==> src/rtl/frc_pkg.sv <==
package frc_pkg;
  typedef enum logic [1:0] {
    PCS_SEQ    = 2'd0,
    PCS_BRANCH = 2'd1,
    PCS_ABS    = 2'd2,
    PCS_REG    = 2'd3
  } pc_src_e;

  typedef struct packed {
    logic br_eqz;
    logic br_nez;
    logic jmp_abs;
    logic jmp_reg;
  } op_class_t;

  localparam int NUM_STAGES = 2;
  localparam int STG_DEC = 0;
  localparam int STG_EXE = 1;
endpackage

==> src/rtl/op_classify.sv <==
module op_classify
  import frc_pkg::*;
#(
  parameter int OPW = 6,
  parameter logic [OPW-1:0] OP_BEQZ = 6'h04,
  parameter logic [OPW-1:0] OP_BNEZ = 6'h05,
  parameter logic [OPW-1:0] OP_J    = 6'h02,
  parameter logic [OPW-1:0] OP_JAL  = 6'h03,
  parameter logic [OPW-1:0] OP_JR   = 6'h08,
  parameter logic [OPW-1:0] OP_JALR = 6'h09
) (
  input  logic [OPW-1:0] opcode,
  output op_class_t      cls
);
  always_comb begin
    cls         = '0;
    cls.br_eqz  = (opcode == OP_BEQZ);
    cls.br_nez  = (opcode == OP_BNEZ);
    cls.jmp_abs = (opcode == OP_J)  || (opcode == OP_JAL);
    cls.jmp_reg = (opcode == OP_JR) || (opcode == OP_JALR);
  end

  // an opcode belongs to at most one control class
  always_comb begin
    assert_one_class_R4: assert ($onehot0(cls));
  end
endmodule

==> src/rtl/branch_resolve.sv <==
module branch_resolve
  import frc_pkg::*;
(
  input  op_class_t exe_cls,
  input  logic      operand_zero,
  output logic      taken
);
  logic eqz_hit, nez_hit;

  always_comb begin
    eqz_hit = exe_cls.br_eqz &  operand_zero;
    nez_hit = exe_cls.br_nez & ~operand_zero;
    taken   = eqz_hit | nez_hit;
  end

  // a taken outcome needs a conditional branch in execute
  always_comb begin
    assert_taken_needs_branch_R1: assert (!taken || exe_cls.br_eqz || exe_cls.br_nez);
  end
endmodule

==> src/rtl/redirect_arbiter.sv <==
module redirect_arbiter
  import frc_pkg::*;
(
  input  logic      br_taken,
  input  op_class_t dec_cls,
  input  logic      stall,
  output pc_src_e   pc_sel,
  output logic      dec_ir_kill,
  output logic      exe_ir_kill,
  output logic      pc_load_en,
  output logic      dec_ir_load_en
);
  logic dec_jump, jump_fires, advance;

  always_comb begin
    dec_jump   = dec_cls.jmp_abs | dec_cls.jmp_reg;
    jump_fires = dec_jump & ~stall & ~br_taken;
    advance    = br_taken | ~stall;

    // older instruction first: execute branch, then decode jump
    if (br_taken)                 pc_sel = PCS_BRANCH;
    else if (jump_fires && dec_cls.jmp_abs) pc_sel = PCS_ABS;
    else if (jump_fires)          pc_sel = PCS_REG;
    else                          pc_sel = PCS_SEQ;

    dec_ir_kill    = br_taken | jump_fires;
    exe_ir_kill    = br_taken | stall;
    pc_load_en     = advance;
    dec_ir_load_en = advance;
  end

  // a held PC never carries a redirect
  always_comb begin
    assert_hold_no_redirect_R7: assert (pc_load_en || (pc_sel == PCS_SEQ && !dec_ir_kill));
  end
endmodule

==> src/rtl/fetch_redirect_ctrl.sv <==
module fetch_redirect_ctrl
  import frc_pkg::*;
#(
  parameter int OPW = 6,
  parameter logic [OPW-1:0] OP_BEQZ = 6'h04,
  parameter logic [OPW-1:0] OP_BNEZ = 6'h05,
  parameter logic [OPW-1:0] OP_J    = 6'h02,
  parameter logic [OPW-1:0] OP_JAL  = 6'h03,
  parameter logic [OPW-1:0] OP_JR   = 6'h08,
  parameter logic [OPW-1:0] OP_JALR = 6'h09
) (
  input  logic [OPW-1:0] dec_opcode,
  input  logic [OPW-1:0] exe_opcode,
  input  logic           exe_operand_zero,
  input  logic           stall,
  output logic [1:0]     pc_sel,
  output logic           dec_ir_kill,
  output logic           exe_ir_kill,
  output logic           pc_load_en,
  output logic           dec_ir_load_en
);
  logic [OPW-1:0] stage_op  [NUM_STAGES];
  op_class_t      stage_cls [NUM_STAGES];
  logic           br_taken;
  pc_src_e        pc_src;

  assign stage_op[STG_DEC] = dec_opcode;
  assign stage_op[STG_EXE] = exe_opcode;

  for (genvar s = 0; s < NUM_STAGES; s++) begin : g_cls
    op_classify #(
      .OPW(OPW), .OP_BEQZ(OP_BEQZ), .OP_BNEZ(OP_BNEZ),
      .OP_J(OP_J), .OP_JAL(OP_JAL), .OP_JR(OP_JR), .OP_JALR(OP_JALR)
    ) i_cls (
      .opcode (stage_op[s]),
      .cls    (stage_cls[s])
    );
  end

  branch_resolve i_resolve (
    .exe_cls      (stage_cls[STG_EXE]),
    .operand_zero (exe_operand_zero),
    .taken        (br_taken)
  );

  redirect_arbiter i_arb (
    .br_taken       (br_taken),
    .dec_cls        (stage_cls[STG_DEC]),
    .stall          (stall),
    .pc_sel         (pc_src),
    .dec_ir_kill    (dec_ir_kill),
    .exe_ir_kill    (exe_ir_kill),
    .pc_load_en     (pc_load_en),
    .dec_ir_load_en (dec_ir_load_en)
  );

  assign pc_sel = pc_src;

  always_comb begin
    // a branch redirect removes both younger instructions
    assert_branch_kills_two_R5: assert (pc_sel != PCS_BRANCH || (dec_ir_kill && exe_ir_kill));
    // a jump redirect removes only the decode slot
    assert_jump_kills_one_R6: assert (!(pc_sel == PCS_ABS || pc_sel == PCS_REG) || (dec_ir_kill && !exe_ir_kill));
    // execute keeps its input only when nothing stalls or branches
    assert_exe_pass_R7: assert (exe_ir_kill || (!stall && pc_sel != PCS_BRANCH));
    // a taken branch always lets the PC advance
    assert_branch_advances_R9: assert (pc_sel != PCS_BRANCH || (pc_load_en && dec_ir_load_en));
  end
endmodule

==> config.mk <==
export PLATFORM = sky130hd
export DESIGN_NAME = fetch_redirect_ctrl
export DESIGN_NICKNAME = d
export VERILOG_FILES = /design/src/rtl/frc_pkg.sv /design/src/rtl/op_classify.sv /design/src/rtl/branch_resolve.sv /design/src/rtl/redirect_arbiter.sv /design/src/rtl/fetch_redirect_ctrl.sv
export SDC_FILE = /design/constraint.sdc
export NUM_CORES = 1
export LEC_CHECK = 0
export CELL_PAD_IN_SITES_DETAIL_PLACEMENT = 0
export CELL_PAD_IN_SITES_GLOBAL_PLACEMENT = 1
export CORE_AREA = 5 5 42 44
export DETAILED_ROUTE_END_ITERATION = 8
export DIE_AREA = 0 0 47 49
export PLACE_DENSITY = 0.67
export SYNTH_ARGS = -nofsm -noshare
export SYNTH_HDL_FRONTEND = slang
export SYNTH_SLANG_ARGS = --single-unit
export TNS_END_PERCENT = 5
==> constraint.sdc <==
create_clock -name vclk -period 1.3
set_input_delay 0.26 -clock vclk [all_inputs]
set_output_delay 0.26 -clock vclk [all_outputs]
set_load 0.03 [all_outputs]
==> flow_metrics.tcl <==
set metrics [dict create \
    run_status "completed" \
    setup.worst_path.class "in2out" \
    design_area_um2 294 \
    critical_path_sink_type "output pin" \
    finalWorstSetupSlack_ns 0.0280 \
    drt_pass1_iterations 1 \
    clkbuf_count 0 \
    route.layer.met1.wl_um 121 \
    final-instance-count-excl-fill 49 \
    final.period_utilization 0.978 \
    synthTopCellsByArea "sky130_fd_sc_hd__nor4_4 (21%), sky130_fd_sc_hd__xor2_1 (18%), sky130_fd_sc_hd__nand2_1 (11%)" \
    hold_end "pc_sel[1]" \
    grt_pass1_vias 178 \
    hold_class "in2out" \
    placedCellCount 49 \
    floorplan.rows 14 \
    place_congestion 0.566 \
    wl_per_cell_um 8.80 \
    io-pin-count 20 \
    timing_worst_slew_pin_value_ns 0.242 \
    detailroute.via_count 170 \
    report.final.slew_viol_count 0 \
    floorplan.initialDensity 0.0714 \
    antenna_cells 0 \
    report.final.hold_viol_count 0 \
    totalNegativeSetupSlack_ns 0 \
    synth.largest_area_cell "sky130_fd_sc_hd__nor4_4" \
    ys_types 11 \
    min_delay_path_depth 5 \
    postRouteAntennaNets 0 \
    post_cts_buffers 0 \
    mappedNetlistNets 28 \
    first_pass_grt_wire_length_um 655 \
    netlist_instances 14 \
    viasPerCell 3.47 \
    syn_area_per_cell_um2 7.15 \
    cts_hold_buf 0 \
    setup_viol_count_final 0 \
    drv.max_cap_violation_count 0 \
    drc_errors 0 \
    slew_headroom 0.837 \
    place.detailed.hpwl_um 412 \
    ys_seq_area_frac 0 \
    io_buffer_count 19 \
    die_h_um 49 \
    dp_worst_setup_slack_ns -0.482 \
    netlist.area_leader.share 0.212 \
    dieArea_um2 2300 \
    detailed_place.area_um2 298 \
    timing.hold.worst.start "stall" \
    highest_routing_layer_actually_used "met3" \
    maxClockFrequency_mhz 786 \
    static_power_due_to_leakage_uw 0.000142 \
    grtUsageTotal 0.0358 \
    routed_wirelength_um 431 \
    yosysMostFrequentCell "sky130_fd_sc_hd__nand2_1" \
    required_ns 1.04 \
    layout_min_cycle_time_ns 1.27 \
    drt_iter0_markers 0 \
    critical_path_peak_fanout 2 \
    ys_top_cells_by_count "sky130_fd_sc_hd__nand2_1 (3), sky130_fd_sc_hd__xor2_1 (2)" \
    wl_met3_um 118 \
    fin_worst_hold_slack_ns 0.880 \
    final_layout_size_suffix_gt1_frac 0.667 \
    yosys_warning_total 0 \
    grt_overflow_total 0 \
    floorplan.die.width_um 47 \
    grt_antenna_before_repair 0 \
    arrival_time_worst_endpoint_ns 1.01 \
    cp_startpoint_kind "primary input" \
    power_density_nw_per_um2 279 \
    met2_length_um 192 \
    maximum_number_of_pins_on_one_net_before_global_route_repair 6 \
    finalNetCount 49 \
    area_growth_pct 194 \
    ir_drop_uv 53.2 \
    core_region_area_um2 1400 \
    grt_setup_unrepaired "true" \
    design.seq.count 0 \
    synth_area_um2 100 \
    ff_latch_area_um2 0 \
]
worst max-delay path by stage:
| stage | endpoint | slack, ns | depth (start not counted) | from |
|---|---|---|---|---|
| after floorplan | pc_sel[1] | -0.02 | 3 | dec_opcode[2] |
| after global placement | pc_sel[1] | -0.45 | 5 | exe_opcode[2] |
| after detailed placement | pc_sel[1] | -0.48 | 5 | exe_opcode[2] |
| after CTS | pc_sel[1] | -0.001 | 5 | exe_opcode[5] |
| after global routing | pc_sel[1] | -0.08 | 5 | dec_opcode[2] |
| final | pc_sel[1] | 0.03 | 5 | dec_opcode[2] |
logic make-up (layout without fill, tap and decap cells):
group | Yosys count | in the layout | synth area share
xor gates and xnor gates | 2 | 2 | 0.175
and+or+nand+nor | 11 | 11 | 0.750
buffers and inverters | 1 | 20 | 0.0750
worst max-delay path: stages:
cell and delay, ns:
sky130_fd_sc_hd__buf_6 0.10, sky130_fd_sc_hd__nor4_4 0.30, sky130_fd_sc_hd__nand2_2 0.08, sky130_fd_sc_hd__nor2b_1 0.11, sky130_fd_sc_hd__buf_4 0.16
metal layers:
layer | GRT usage | vias up
met5 | 0 | -
li1 | - | 84
met3 | 0.0148 | 0
met2 | 0.0701 | 13
met4 | 0 | 0
met1 | 0.0348 | 73
stage by stage:
step	power (µW)	util
after CTS	79.6	0.199
after global routing	88.5	0.210
after detailed placement	89.5	0.213
final	82.0	0.210
after floorplan	31.6	-
after global placement	88.0	0.213
final cells by class:
type | count | area, µm²
timing repair buffer | 20 | 166
tap | 16 | 20.0
multi-input combinational | 13 | 108
fill | 170 | 1110
power by group:
group,switching (µW),total [µW],internal [µW]
Clock,0,0,0
Combinational,37.3,82.0,44.7
Sequential,0,0,0
repair_timing:
action                     in CTS  in global routing
resized for setup              44                  7
hold endpoints to repair        0                  0
pin swaps                       7                  3
setup endpoints to repair       6                  6
cell usage in the layout, fill, tap and decap left out:
master,count
sky130_fd_sc_hd__buf_2,5
sky130_fd_sc_hd__buf_4,6
sky130_fd_sc_hd__buf_6,5
sky130_fd_sc_hd__clkdlybuf4s15_1,4
sky130_fd_sc_hd__nand2_1,2
sky130_fd_sc_hd__nand2_2,2
sky130_fd_sc_hd__nand2b_1,1
sky130_fd_sc_hd__nand3_2,1
sky130_fd_sc_hd__nand3b_1,1
sky130_fd_sc_hd__nor2_2,1
sky130_fd_sc_hd__nor2b_1,1
sky130_fd_sc_hd__nor3b_2,1
sky130_fd_sc_hd__nor4_4,1
sky130_fd_sc_hd__xor2_1,2
Power figures use the tool's default switching activity.
